`src/rtl/fbpwm_pkg.sv`:
```
package fbpwm_pkg;

    localparam int CW_DEF   = 16;
    localparam int DTW_DEF  = 8;
    localparam int MINP_DEF = 2;

    typedef enum logic {
        DIR_UP = 1'b0,
        DIR_DN = 1'b1
    } cnt_dir_e;

endpackage

```
`src/rtl/fbpwm_timebase.sv`:
```
module fbpwm_timebase
    import fbpwm_pkg::*;
#(
    parameter int CW = CW_DEF
) (
    input  logic          clk,
    input  logic          rst_n,
    input  logic          en,
    input  logic [CW-1:0] prd_act,
    output logic [CW-1:0] cnt,
    output logic          load
);

    typedef struct packed {
        logic [CW-1:0] cnt;
        cnt_dir_e      dir;
    } tb_state_t;

    tb_state_t tb_d, tb_q;
    logic [CW-1:0] cnt_inc;

    always_comb begin
        tb_d    = tb_q;
        cnt_inc = tb_q.cnt + CW'(1);
        if (!en) begin
            tb_d.cnt = '0;
            tb_d.dir = DIR_UP;
        end else begin
            unique case (tb_q.dir)
                DIR_UP: begin
                    if (cnt_inc >= prd_act) begin
                        // reached the top: turn around on the next step
                        tb_d.cnt = prd_act;
                        tb_d.dir = DIR_DN;
                    end else begin
                        tb_d.cnt = cnt_inc;
                    end
                end
                DIR_DN: begin
                    if (tb_q.cnt <= CW'(1)) begin
                        tb_d.cnt = '0;
                        tb_d.dir = DIR_UP;
                    end else begin
                        tb_d.cnt = tb_q.cnt - CW'(1);
                    end
                end
                default: tb_d = tb_q;
            endcase
        end
    end

    always_ff @(posedge clk or negedge rst_n) begin
        if (!rst_n) begin
            tb_q.cnt <= '0;
            tb_q.dir <= DIR_UP;
        end else begin
            tb_q <= tb_d;
        end
    end

    assign cnt  = tb_q.cnt;
    assign load = !en || (tb_q.cnt == '0);

endmodule

```
`src/rtl/fbpwm_shadow.sv`:
```
module fbpwm_shadow
    import fbpwm_pkg::*;
#(
    parameter int CW   = CW_DEF,
    parameter int DTW  = DTW_DEF,
    parameter int MINP = MINP_DEF
) (
    input  logic           clk,
    input  logic           rst_n,
    input  logic           en,
    input  logic           load,
    input  logic [CW-1:0]  prd_in,
    input  logic [CW-1:0]  duty_in,
    input  logic [DTW-1:0] dt_in,
    output logic [CW-1:0]  prd_act,
    output logic [CW:0]    thr_act,
    output logic [DTW-1:0] dt_act,
    output logic           changed
);

    typedef struct packed {
        logic [CW-1:0]  prd;
        logic [CW-1:0]  duty;
        logic [CW:0]    thr;
        logic [DTW-1:0] dt;
    } shadow_t;

    shadow_t sh_d, sh_q;
    logic [CW-1:0] prd_new;
    logic [CW-1:0] dt_ext;
    logic [CW-1:0] duty_lim;
    logic [CW-1:0] duty_new;
    logic [CW:0]   thr_new;

    always_comb begin
        // period floor
        prd_new  = (prd_in < CW'(MINP)) ? CW'(MINP) : prd_in;
        // duty ceiling leaves room for one dead time inside the period
        dt_ext   = CW'(dt_in);
        duty_lim = (prd_new > dt_ext) ? (prd_new - dt_ext) : '0;
        duty_new = (duty_in > duty_lim) ? duty_lim : duty_in;
        // raw pulse starts where the counter reaches this threshold
        thr_new  = {1'b0, prd_new} + (CW+1)'(1) - {1'b0, duty_new};

        sh_d = sh_q;
        if (load) begin
            sh_d.prd  = prd_new;
            sh_d.duty = duty_new;
            sh_d.thr  = thr_new;
            sh_d.dt   = dt_in;
        end
        changed = en && load && ((prd_new != sh_q.prd) || (duty_new != sh_q.duty));
    end

    always_ff @(posedge clk or negedge rst_n) begin
        if (!rst_n) begin
            sh_q.prd  <= CW'(MINP);
            sh_q.duty <= '0;
            sh_q.thr  <= (CW+1)'(MINP + 1);
            sh_q.dt   <= '0;
        end else begin
            sh_q <= sh_d;
        end
    end

    assign prd_act = sh_q.prd;
    assign thr_act = sh_q.thr;
    assign dt_act  = sh_q.dt;

endmodule

```
`src/rtl/fbpwm_resync.sv`:
```
module fbpwm_resync (
    input  logic clk,
    input  logic rst_n,
    input  logic en,
    input  logic changed,
    output logic pulse
);

    typedef struct packed {
        logic pulse;
    } rs_state_t;

    rs_state_t rs_d, rs_q;

    always_comb begin
        rs_d       = rs_q;
        rs_d.pulse = en && changed;
    end

    always_ff @(posedge clk or negedge rst_n) begin
        if (!rst_n) begin
            rs_q.pulse <= 1'b0;
        end else begin
            rs_q <= rs_d;
        end
    end

    assign pulse = rs_q.pulse;

endmodule

```
`src/rtl/fbpwm_leg.sv`:
```
module fbpwm_leg
    import fbpwm_pkg::*;
#(
    parameter int CW   = CW_DEF,
    parameter int DTW  = DTW_DEF,
    parameter bit SWAP = 1'b0
) (
    input  logic           clk,
    input  logic           rst_n,
    input  logic           en,
    input  logic [CW-1:0]  cnt,
    input  logic [CW:0]    thr,
    input  logic [DTW-1:0] dt,
    output logic           gate_hi,
    output logic           gate_lo
);

    typedef struct packed {
        logic           prev;
        logic [DTW-1:0] run;
        logic           hi;
        logic           lo;
    } leg_state_t;

    leg_state_t lg_d, lg_q;
    logic raw;
    logic settled;
    logic side_a;
    logic side_b;
    logic sel_hi;
    logic sel_lo;

    // variant: direct or swapped output pair
    generate
        if (SWAP) begin : g_swap
            assign sel_hi = side_b;
            assign sel_lo = side_a;
        end else begin : g_direct
            assign sel_hi = side_a;
            assign sel_lo = side_b;
        end
    endgenerate

    always_comb begin
        raw  = ({1'b0, cnt} >= thr);
        lg_d = lg_q;
        if (!en) begin
            lg_d.prev = 1'b0;
            lg_d.run  = '0;
        end else begin
            lg_d.prev = raw;
            if (raw != lg_q.prev) begin
                lg_d.run = '0;
            end else if (lg_q.run != '1) begin
                lg_d.run = lg_q.run + DTW'(1);
            end
        end
        settled = (lg_d.run >= dt);
        side_a  = en && raw && settled;
        side_b  = en && !raw && settled;
        lg_d.hi = sel_hi;
        lg_d.lo = sel_lo;
    end

    always_ff @(posedge clk or negedge rst_n) begin
        if (!rst_n) begin
            lg_q.prev <= 1'b0;
            lg_q.run  <= '0;
            lg_q.hi   <= 1'b0;
            lg_q.lo   <= 1'b0;
        end else begin
            lg_q <= lg_d;
        end
    end

    assign gate_hi = lg_q.hi;
    assign gate_lo = lg_q.lo;

endmodule

```
`src/rtl/fbpwm_bridge.sv`:
```
module fbpwm_bridge
    import fbpwm_pkg::*;
#(
    parameter int CW   = CW_DEF,
    parameter int DTW  = DTW_DEF,
    parameter int MINP = MINP_DEF
) (
    input  logic           clk_i,
    input  logic           rst_ni,
    input  logic           en_i,
    input  logic [CW-1:0]  prd_i,
    input  logic [CW-1:0]  duty_i,
    input  logic [DTW-1:0] dt_i,
    output logic           leg1_hi_o,
    output logic           leg1_lo_o,
    output logic           leg2_hi_o,
    output logic           leg2_lo_o,
    output logic [CW-1:0]  prd_link_o,
    output logic           resync_o
);

    localparam int NLEG = 2;

    logic [CW-1:0]  cnt_w;
    logic           load_w;
    logic [CW-1:0]  prd_act_w;
    logic [CW:0]    thr_act_w;
    logic [DTW-1:0] dt_act_w;
    logic           chg_w;
    logic [NLEG-1:0] hi_w;
    logic [NLEG-1:0] lo_w;

    fbpwm_timebase #(.CW(CW)) u_tb (
        .clk     (clk_i),
        .rst_n   (rst_ni),
        .en      (en_i),
        .prd_act (prd_act_w),
        .cnt     (cnt_w),
        .load    (load_w)
    );

    fbpwm_shadow #(.CW(CW), .DTW(DTW), .MINP(MINP)) u_shadow (
        .clk     (clk_i),
        .rst_n   (rst_ni),
        .en      (en_i),
        .load    (load_w),
        .prd_in  (prd_i),
        .duty_in (duty_i),
        .dt_in   (dt_i),
        .prd_act (prd_act_w),
        .thr_act (thr_act_w),
        .dt_act  (dt_act_w),
        .changed (chg_w)
    );

    fbpwm_resync u_resync (
        .clk     (clk_i),
        .rst_n   (rst_ni),
        .en      (en_i),
        .changed (chg_w),
        .pulse   (resync_o)
    );

    // leg index 1 swaps its pair to sit half a cycle away from leg 0
    generate
        for (genvar i = 0; i < NLEG; i++) begin : g_leg
            fbpwm_leg #(.CW(CW), .DTW(DTW), .SWAP(i == 1)) u_leg (
                .clk     (clk_i),
                .rst_n   (rst_ni),
                .en      (en_i),
                .cnt     (cnt_w),
                .thr     (thr_act_w),
                .dt      (dt_act_w),
                .gate_hi (hi_w[i]),
                .gate_lo (lo_w[i])
            );
        end
    endgenerate

    assign leg1_hi_o  = hi_w[0];
    assign leg1_lo_o  = lo_w[0];
    assign leg2_hi_o  = hi_w[1];
    assign leg2_lo_o  = lo_w[1];
    assign prd_link_o = prd_act_w;

endmodule

```
`config.mk`:
```
export PLATFORM = sky130hd
export DESIGN_NAME = fbpwm_bridge
export DESIGN_NICKNAME = d
export VERILOG_FILES = /design/src/rtl/fbpwm_pkg.sv /design/src/rtl/fbpwm_timebase.sv /design/src/rtl/fbpwm_shadow.sv /design/src/rtl/fbpwm_resync.sv /design/src/rtl/fbpwm_leg.sv /design/src/rtl/fbpwm_bridge.sv
export SDC_FILE = /design/constraint.sdc
export NUM_CORES = 1
export LEC_CHECK = 0
export BUFFER_PORTS_ARGS = -buffer_cell sky130_fd_sc_hd__buf_2
export CELL_PAD_IN_SITES_DETAIL_PLACEMENT = 0
export CELL_PAD_IN_SITES_GLOBAL_PLACEMENT = 1
export CORE_MARGIN = 2
export CORE_UTILIZATION = 43
export CTS_BUF_LIST = sky130_fd_sc_hd__clkbuf_16
export DETAILED_ROUTE_END_ITERATION = 8
export PLACE_DENSITY_LB_ADDON = 0.25
export SLEW_MARGIN = 25
export SYNTH_ARGS = -nofsm -noshare
export SYNTH_HDL_FRONTEND = slang
export SYNTH_SLANG_ARGS = --single-unit
```
`constraint.sdc`:
```
create_clock -name clk_i -period 4.4 [get_ports clk_i]
set_input_delay 0.22 -clock clk_i [delete_from_list [all_inputs] [get_ports clk_i]]
set_output_delay 0.22 -clock clk_i [all_outputs]
set_load 0.02 [all_outputs]
```
==> metrics.csv, run 1 <==
stage,metric,value,unit
power_and_ir_drop,peak supply drop,235,µV
cts,number of CTS-inserted buffers,9,
placement,DP Worst Slack,-2.56,ns
worst_setup_path,"Max FO, Critical Path",7,
drt,vias,8611,
logic_synthesis,"top cells by count, synth","ha_1, dfrtp_1, nand2_1, nor2_1, inv_1",
logic_synthesis,YS warnings,0,
layout,final instance area,12300,µm²
global_route,initial antenna violation count,0,
logic_synthesis,largest area contributor in the netlist,dfrtp_1,
timing,worst-margin pin slew,0.848,ns
cts,clock slew at reported path FFs,0.07,ns
layout,Multi-input gate area,6890,µm²
layout,register area,2410,µm²
drt,DR DRC count,0,
drt,post-route ant nets,0,
drt,Avg Vias per Cell,5.61,
worst_setup_path,"slowest stage cell, crit path",fa_2,
global_route,largest net degree at the start of global routing,65,
timing,Max Clock Freq,0.162,GHz
drt,drt pass-1 iters,5,
logic_synthesis,"Async S/R FF share, synth",100,%
drt,final wirelength,29.4,mm
die,io pins,64,
global_route,vias in the first global route,8296,
cts,clock buffer depth,2,
worst_setup_path,CP endpoint kind,flip-flop,
logic_synthesis,"EDFF count, synth",0,
cts,root buf cell,clkbuf_16,
logic_synthesis,"Seq/Total Area, Yosys",27.5,%
cts,CTS tree,done,
outcome,status,"finished, violations left",
layout,Final nets,1414,
die,Die ar.,21500,µm²
drt,initial drt markers,596,
worst_setup_path,CP arrival,6.42,ns
worst_setup_path,crit path from,prd_i[8],
logic_synthesis,Syn Std Cell Area,8740,µm²
worst_setup_path,kind of critical path,in2reg,
logic_synthesis,Syn Inst Count,1047,
global_route,total track usage,27.2,%
worst_setup_path,CP Launch Type,input pin,
die,CORE AREA,20100,µm²
power_and_ir_drop,Leak Pwr,5.75,nW
layout,final core occ,61.4,%
die,FP Rows,52,
hold_path,Tightest Hold Check Type,in2reg,
placement,DP HPWL,21.3,mm
placement,Post-Place Cell Area,10300,µm²
logic_synthesis,Synth top area share,26.6,%
die,Die X,147,µm
power_and_ir_drop,total power,4.65,mW
worst_setup_path,Reg-to-Reg Start,u_tb.cnt[10]$_DFF_PN0_,
logic_synthesis,cell with the most instances after synthesis,ha_1,
timing,fin crit period,6.19,ns
timing,worst rel slew slack,43.5,%
timing,"Hold Vio Cnt, Final",0,
logic_synthesis,Main synth FF type,dfrtp_1,
layout,fraction of layout cells with a size suffix above 1,37.7,%
placement,I/O Buffers,63,
logic_synthesis,synth top area cells,"dfrtp_1, ha_1, xnor2_1",
worst_setup_path,Worst Path Required,4.63,ns
global_route,first-pass GRT wire length,45.7,mm
cts,clock net sink count,96,
worst_setup_path,worst stage delay on the critical path,0.41,ns
logic_synthesis,"flops & latches, synth",96,
timing,period utilization,141,%
die,Die Ht,147,µm
hold_path,min-delay src,dt_i[0],
layout,P&R area growth vs syn,41.2,%
cts,worst skew pair latency,0.37,ns
power_and_ir_drop,pwr dens,377,nW/µm²
logic_synthesis,syn_area_per_cell,8.35,µm²
logic_synthesis,synth unique cells,80,
timing,Final WS setup,-1.79,ns
cts,H-tree depth,3,
die,Starting Density,43.5,%
timing,RSZ-0062 raised after global routing,true,
timing,final setup fails,31,
global_route,grt total ovfl,0,
timing,Pins Over Slew Limit,0,
drt,Routed WL per cell,19.2,µm
layout,Filler cells,1731,
logic_synthesis,syn nets,1201,
placement,gp weighted congestion,0.919,
flow_run,max_cap viols,0,
outcome,failing checks,negative setup slack,
layout,Antenna Cells,0,
timing,clock skew,0.00650,ns
[through the flow]
stage | TNS [ns] | hold slack, ns | std cells
6_report | -25.77 | 0.139 | 1535
5_1_grt | -32.26 | 0.143 | 1535
4_1_cts | -20.75 | 0.124 | 1516
3_5_place_dp | -46.97 | 0.369 | 1466
3_3_place_gp | -43.48 | 0.369 | 1466
2_1_floorplan | -33.63 | -0.0756 | 1047
[power by group]
part / leakage (nW) / switching [mW] / total (mW) / internal (mW)
registers: 1.20 / 0.198 / 1.28 / 1.08
clock network: 0.169 / 0.398 / 0.962 / 0.564
logic: 4.38 / 1.25 / 2.41 / 1.16
total: 5.75 / 1.84 / 4.65 / 2.80
[path summary, 6_finish.rpt]
| check | end | slack [ns] | cells past startpoint |
|---|---|---|---|
| max | u_shadow.thr_act[15]$_DFFE_PN0P_ | -1.79 | 36 |
| min | u_shadow.dt_act[0]$_DFFE_PN0P_ | 0.14 | 3 |
| max reg2reg | g_leg[0].u_leg.gate_hi$_DFF_PN0_ | 0.03 | 19 |
| min reg2reg | u_shadow.thr_act[0]$_DFFE_PN1P_ | 0.48 | 2 |
| max in group asynchronous | u_shadow.sh_q[35]$_DFFE_PN0P_ | 2.93 | 3 |
| min in group asynchronous | g_leg[0].u_leg.lg_q[2]$_DFF_PN0_ | 0.48 | 2 |
[layer usage]
metal / up-vias / wire length (µm) / GRT usage, %
li1: 4203 / - / -
met1: 4110 / 13700 / 39.2
met2: 254 / 13800 / 43.3
met3: 44 / 1340 / 3.78
met4: 0 / 628 / 6.17
met5: - / 0 / 0
[cells in the final DEF, fill, tap and decap left out, types with 10 or more instances in the layout]
master,Yosys,layout
o21ai_0,42,30
nand2_1,78,71
o21ai_1,15,18
o31ai_1,18,10
dfrtp_1,93,92
or4_1,18,14
buf_4,17,184
nand3_1,44,42
nor2_1,73,60
xnor2_1,44,38
inv_1,71,65
buf_6,2,27
a21oi_1,68,40
a21oi_4,0,12
nand4_1,19,19
xor2_1,33,33
buf_2,3,60
ha_1,109,84
ha_4,0,25
a21o_1,26,26
a21oi_2,0,16
nor3_1,24,20
[what timing repair did]
action / in CTS / in global routing
hold buffers: 1 / 0
cloned: 1 / 0
endpoints found under the setup margin: 38 / 41
resized for setup: 147 / 82
pin swaps: 101 / 88
setup buffers: 44 / 23
endpoints found under the hold margin: 32 / 0
[flip-flops by register name (all words and copies together) (netlist names)]
name / cells
g_leg.u_leg.lg_q: 17
u_shadow.thr_act: 17
u_shadow.prd_act: 16
u_shadow.sh_q: 16
u_tb.cnt: 16
u_shadow.dt_act: 8
g_leg.u_leg.gate_hi: 2
g_leg.u_leg.gate_lo: 2
u_resync.pulse: 1
u_tb.tb_q: 1
[critical path, delay by kind of cell]
kind            cells  cell delay (ns)
xor+xnor            2             0.27
simple gates        7             1.48
compound gates     15             2.45
fa+ha+maj           5             1.27
buf+inv             7             0.71
[cells by family (layout without fill, tap and decap cells)]
logic type,count (synthesis),in the layout,share of synthesized area [%]
fa+ha+maj,111,111,16.1
xor+xnor,77,77,7.72
compound gates,259,259,19.5
flops,96,96,27.5
simple gates,343,343,20.2
buf+inv,147,365,7.26
mux,14,14,1.66
[cell type report]
| class | instances | share of cell area, % |
|---|---|---|
| Timing Repair Buffer | 277 | 16.9 |
| Clock buffer | 9 | 1.82 |
| Tap cell | 270 | 2.74 |
| Inverter | 72 | 2.23 |
| Sequential cell | 96 | 19.5 |
| Clock inverter | 7 | 1.02 |
| Multi-Input combinational cell | 804 | 55.8 |
Power figures use the tool's default switching activity.
==> run 2: changes to the inputs <==
CELL_PAD_IN_SITES_DETAIL_PLACEMENT = unset   (was 0)
CELL_PAD_IN_SITES_GLOBAL_PLACEMENT = unset   (was 1)
CORE_UTILIZATION = 54   (was 43)
==> metrics.csv, run 2 (synthesis gave the netlist of run 1 again) <==
stage,metric,value,unit
layout,final instance area,11800,µm²
layout,"commonest non-fill, non-tap cell in the layout",buf_4,
timing,worst rel slew slack,35.9,%
worst_setup_path,CP Launch Type,input pin,
layout,Filler cells,1156,
cts,clock net sink count,96,
drt,M1 wire length,12.6,mm
die,Die ar.,17200,µm²
worst_setup_path,CP endpoint kind,flip-flop,
placement,Post-Place Cell Area,10300,µm²
layout,P&R area growth vs syn,35.5,%
layout,most frequent cells in the layout,"buf_4, dfrtp_1, ha_1, nand2_1, inv_1",
outcome,status,"finished, violations left",
die,io pins,64,
power_and_ir_drop,pwr dens,384,nW/µm²
worst_setup_path,crit path from,prd_i[9],
drt,vias,8747,
die,Starting Density,55.2,%
drt,met2 routed WL,13.7,mm
drt,Routed WL per cell,19.9,µm
layout,final cell count without fillers,1461,
timing,fin crit period,6.36,ns
cts,H-tree depth,3,
power_and_ir_drop,total power,4.55,mW
die,Die X,131,µm
cts,clock slew at reported path FFs,0.07,ns
cts,number of CTS-inserted buffers,9,
layout,Antenna Cells,0,
drt,post-route ant nets,0,
hold_path,Tightest Hold Check Type,in2async,
cts,clock buffer depth,2,
worst_setup_path,CP dominant cell by count,buf_6,
cts,CTS tree,done,
worst_setup_path,"slowest stage cell, crit path",or3_4,
layout,fraction of layout cells with a size suffix above 1,35.1,%
worst_setup_path,Reg-to-Reg Start,u_tb.cnt[10]$_DFF_PN0_,
timing,worst-margin pin slew,0.962,ns
placement,I/O Buffers,63,
placement,DP Cell Count,1416,
die,CORE AREA,15800,µm²
timing,final setup fails,34,
timing,RSZ-0062 raised after global routing,true,
layout,final core occ,74.8,%
timing,Final WS setup,-1.96,ns
timing,clock skew,0.0109,ns
timing,Hold WS,0.00315,ns
placement,DP HPWL,20.7,mm
worst_setup_path,worst stage delay on the critical path,0.39,ns
outcome,failing checks,negative setup slack,
global_route,first-pass GRT wire length,45.3,mm
die,FP Rows,46,
drt,top sig layer,met4,
worst_setup_path,"Max FO, Critical Path",10,
global_route,initial antenna violation count,0,
cts,root buf cell,clkbuf_16,
power_and_ir_drop,peak supply drop,249,µV
worst_setup_path,kind of critical path,in2reg,
placement,gp weighted congestion,0.984,
global_route,vias in the first global route,8607,
drt,DR DRC count,0,
cts,worst skew pair latency,0.36,ns
timing,period utilization,145,%
worst_setup_path,Worst Path Required,4.63,ns
flow_run,max_cap viols,0,
drt,Avg Vias per Cell,5.99,
global_route,largest net degree at the start of global routing,68,
timing,Max Clock Freq,0.157,GHz
global_route,total track usage,32.9,%
drt,met3 wire length,1.79,mm
worst_setup_path,CP arrival,6.59,ns
timing,Pins Over Slew Limit,0,
die,Die Ht,131,µm
drt,final wirelength,29.1,mm
drt,initial drt markers,774,
cts,CTS Hold Bufs,0,
power_and_ir_drop,Leak Pwr,5.60,nW
timing,"Hold Vio Cnt, Final",0,
layout,Final nets,1394,
global_route,grt total ovfl,0,
drt,drt pass-1 iters,5,
[run 2: cell types whose count changed in the layout (fill, tap and decap cells not counted), moves of 3 or more]
cell / before / now
a21oi_2: 16 / 19
buf_4: 184 / 179
buf_6: 27 / 18
o21ai_0: 30 / 33
o31ai_1: 10 / 14
[run 2: routing by layer]
layer / global-route usage, % / up-vias
met5: 0 / -
met4: 13.3 / 0
met3: 4.24 / 75
met2: 54.4 / 340
met1: 43.8 / 4186
li1: - / 4146
[run 2: worst max-delay path, delay by kind of cell]
family / cells / cell delay, ns
AOI/OAI and AO/OA: 12 / 1.98
and+or+nand+nor: 11 / 2.28
buffers and inverters: 5 / 0.72
xor gates and xnor gates: 2 / 0.25
adders and majority gates: 4 / 1.12
[run 2: what timing repair did]
| action | 4_1_cts | 5_1_grt |
|---|---|---|
| gates resized for setup | 111 | 67 |
| endpoints found under the setup margin | 38 | 38 |
| buffers inserted | 20 | 14 |
| pin swaps | 66 | 55 |
[run 2: cell type report]
cell class | count | area [µm²] | area share, %
Tap cell | 216 | 270 | 2.28
Clock buffer | 9 | 225 | 1.90
Clock inverter | 7 | 113 | 0.951
Timing Repair Buffer | 257 | 1850 | 15.6
Inverter | 72 | 273 | 2.30
Sequential cell | 96 | 2410 | 20.3
Multi-Input combinational cell | 804 | 6710 | 56.6
[run 2: power by group]
part,internal (mW),switching [mW]
clock network,0.513,0.404
registers,1.08,0.196
logic,1.11,1.24
[run 2: path summary, 6_finish.rpt]
kind                                                    end  slack [ns]  cells after the start
max in group asynchronous   u_shadow.thr_act[8]$_DFFE_PN0P_        3.39                      2
min reg2reg                 u_shadow.thr_act[0]$_DFFE_PN1P_        0.48                      2
min                        g_leg[0].u_leg.lg_q[2]$_DFF_PN0_       0.003                      1
min in group clk_i           u_shadow.dt_act[0]$_DFFE_PN0P_        0.12                      3
max                        u_shadow.thr_act[16]$_DFFE_PN0P_       -1.96                     34
max reg2reg                g_leg[0].u_leg.gate_hi$_DFF_PN0_        0.06                     19
[run 2: per-stage QoR]
step           worst slack [ns]  TNS [ns]
2_1_floorplan             -2.20    -33.63
3_3_place_gp              -2.42    -44.48
3_5_place_dp              -2.67    -50.98
4_1_cts                   -1.77    -24.41
5_1_grt                   -2.27    -38.66
6_report                  -1.96    -30.81
==> run 3: changes to the inputs <==
CORE_ASPECT_RATIO = 0.8   (was unset)
==> metrics.csv, run 3 (synthesis gave the netlist of run 1 again) <==
stage,metric,value,unit
layout,P&R area growth vs syn,39.0,%
placement,DP HPWL,20.4,mm
cts,worst skew pair latency,0.36,ns
worst_setup_path,FF-to-FF path depth,20,
power_and_ir_drop,peak supply drop,296,µV
layout,final cell count without fillers,1471,
drt,vias,9133,
cts,CTS tree,done,
layout,Filler cells,1044,
power_and_ir_drop,Clk pwr share,18.5,%
drt,Routed WL per cell,20.8,µm
worst_setup_path,Worst Path Required,4.60,ns
timing,Max Clock Freq,0.153,GHz
power_and_ir_drop,pwr dens,380,nW/µm²
cts,root buf cell,clkbuf_16,
global_route,largest net degree at the start of global routing,69,
cts,CTS Hold Bufs,0,
timing,final setup fails,38,
power_and_ir_drop,Seq pwr share,27.9,%
power_and_ir_drop,total power,4.62,mW
power_and_ir_drop,Sw Share,41.7,%
cts,clock buffer depth,2,
timing,fin crit period,6.55,ns
power_and_ir_drop,Internal Pwr Total,2.69,mW
outcome,status,"finished, violations left",
cts,number of CTS-inserted buffers,9,
worst_setup_path,"slowest stage cell, crit path",or3_4,
global_route,grt total ovfl,0,
timing,RSZ-0062 raised after global routing,true,
power_and_ir_drop,Net Sw Power,1.92,mW
worst_setup_path,Critical Path Sink,u_shadow.thr_act[13]$_DFFE_PN0P_,
worst_setup_path,CP Launch Type,input pin,
timing,worst-margin pin slew,0.959,ns
global_route,vias in the first global route,8880,
outcome,failing checks,negative setup slack,
flow_run,max_cap viols,0,
drt,post-route ant nets,0,
layout,final instance area,12100,µm²
die,FP Rows,41,
drt,final wirelength,30.6,mm
layout,most frequent cells in the layout,"buf_4, dfrtp_1, ha_1, nand2_1, inv_1",
power_and_ir_drop,Logic pwr share,53.5,%
placement,I/O Buffers,63,
worst_setup_path,R2R Path End,g_leg[0].u_leg.gate_hi$_DFF_PN0_,
die,Die Ht,118,µm
placement,DP Cell Count,1405,
drt,initial drt markers,812,
layout,Antenna Cells,0,
timing,worst rel slew slack,36.0,%
global_route,first-pass GRT wire length,46.1,mm
worst_setup_path,worst stage delay on the critical path,0.40,ns
hold_path,Tightest Hold Check Type,in2async,
die,Starting Density,55.3,%
drt,Avg Vias per Cell,6.21,
timing,TNS Setup,-34.15,ns
power_and_ir_drop,Leak Pwr,5.69,nW
layout,Final nets,1405,
drt,drt pass-1 iters,6,
global_route,total track usage,33.8,%
cts,clock net sink count,96,
timing,Final WS setup,-2.15,ns
worst_setup_path,crit path from,prd_i[10],
worst_setup_path,Reg-to-Reg Start,u_shadow.thr_act[0]$_DFFE_PN1P_,
worst_setup_path,CP endpoint kind,flip-flop,
placement,Post-Place Cell Area,10200,µm²
die,io pins,64,
placement,gp weighted congestion,0.967,
die,Die ar.,17200,µm²
global_route,initial antenna violation count,0,
worst_setup_path,crit path buf inv count,8,
timing,Pins Over Slew Limit,0,
layout,fraction of layout cells with a size suffix above 1,36.4,%
worst_setup_path,CP dominant cell by count,buf_6,
timing,period utilization,149,%
worst_setup_path,"CP delay by family, top",compound AO/OA/AOI/OAI gates,
drt,DR DRC count,0,
worst_setup_path,flop2flop setup slack,-0.06,ns
die,Die X,146,µm
placement,DP Worst Slack,-2.67,ns
worst_setup_path,number of cells on the critical path,38,
layout,"commonest non-fill, non-tap cell in the layout",buf_4,
worst_setup_path,"Max FO, Critical Path",5,
timing,"Hold Vio Cnt, Final",0,
cts,H-tree depth,3,
die,CORE AREA,15800,µm²
timing,clock skew,0.00803,ns
worst_setup_path,CP arrival,6.75,ns
worst_setup_path,kind of critical path,in2reg,
cts,clock slew at reported path FFs,0.08,ns
-- run 3: through the flow --
| stage | util (%) | hold slack [ns] |
|---|---|---|
| 6_report | 76.9 | 0.00399 |
| 5_1_grt | 76.9 | 0.0703 |
| 4_1_cts | 73.2 | 0.0345 |
| 3_5_place_dp | 64.7 | 0.418 |
| 3_3_place_gp | 64.7 | 0.411 |
| 2_1_floorplan | - | -0.0756 |
-- run 3: metal layers --
| layer | GRT usage (%) | routed length [µm] | up-vias |
|---|---|---|---|
| li1 | - | - | 4167 |
| met5 | 0 | 0 | - |
| met4 | 11.9 | 1140 | 0 |
| met2 | 52.2 | 13900 | 453 |
| met1 | 46.7 | 12800 | 4407 |
| met3 | 7.75 | 2710 | 106 |
-- run 3: cell type report --
type | instances | area (µm²) | share of cell area [%]
sequential | 96 | 2410 | 19.8
inverter | 72 | 278 | 2.29
multi-input combinational | 805 | 6850 | 56.4
clock buffer | 9 | 225 | 1.85
timing repair buffer | 267 | 2030 | 16.7
clock inverter | 7 | 87.6 | 0.721
tap | 215 | 269 | 2.21
-- run 3: timing repair --
item / 4_1_cts / 5_1_grt
buffers inserted: 37 / 23
gates cloned: 3 / 0
pin swaps: 87 / 55
endpoints found under the setup margin: 38 / 38
gates resized for setup: 149 / 89
-- run 3: how the worst min path moves through the flow --
| stage | from | slack [ns] | end |
|---|---|---|---|
| finish | rst_ni | 0.004 | u_resync.pulse$_DFF_PN0_ |
| global route | rst_ni | 0.07 | u_shadow.sh_q[29]$_DFFE_PN0P_ |
| detailed placement | rst_ni | 0.42 | u_resync.pulse$_DFF_PN0_ |
| floorplan | rst_ni | -0.08 | g_leg[0].u_leg.gate_hi$_DFF_PN0_ |
| global placement | rst_ni | 0.41 | u_resync.pulse$_DFF_PN0_ |
| CTS | rst_ni | 0.03 | u_shadow.dt_act[1]$_DFFE_PN0P_ |
-- run 3: power by group through the flow --
stage	Clock (mW)	Combinational [mW]	Sequential, mW
after global routing	0.905	2.67	1.31
after CTS	0.868	2.17	1.27
after global placement	0	1.82	1.28
final	0.857	2.47	1.29
after detailed placement	0	1.87	1.29
after floorplan	0	1.27	1.22
-- run 3: worst reg2reg max path: stages (launching register included) --
cell       delay (ns)
dfstp_2          0.56
ha_4             0.19
nand2b_4         0.12
a21o_1           0.17
a21o_1           0.17
a21o_1           0.17
a21o_1           0.18
a2111oi_4        0.36
nor4_4           0.08
buf_4            0.17
or4_4            0.53
o31ai_4          0.09
ha_1             0.29
a21o_1           0.16
a21o_1           0.17
a21o_1           0.18
a21o_1           0.18
a21o_1           0.17
a21o_1           0.18
a21oi_4          0.16
nor3b_2          0.07
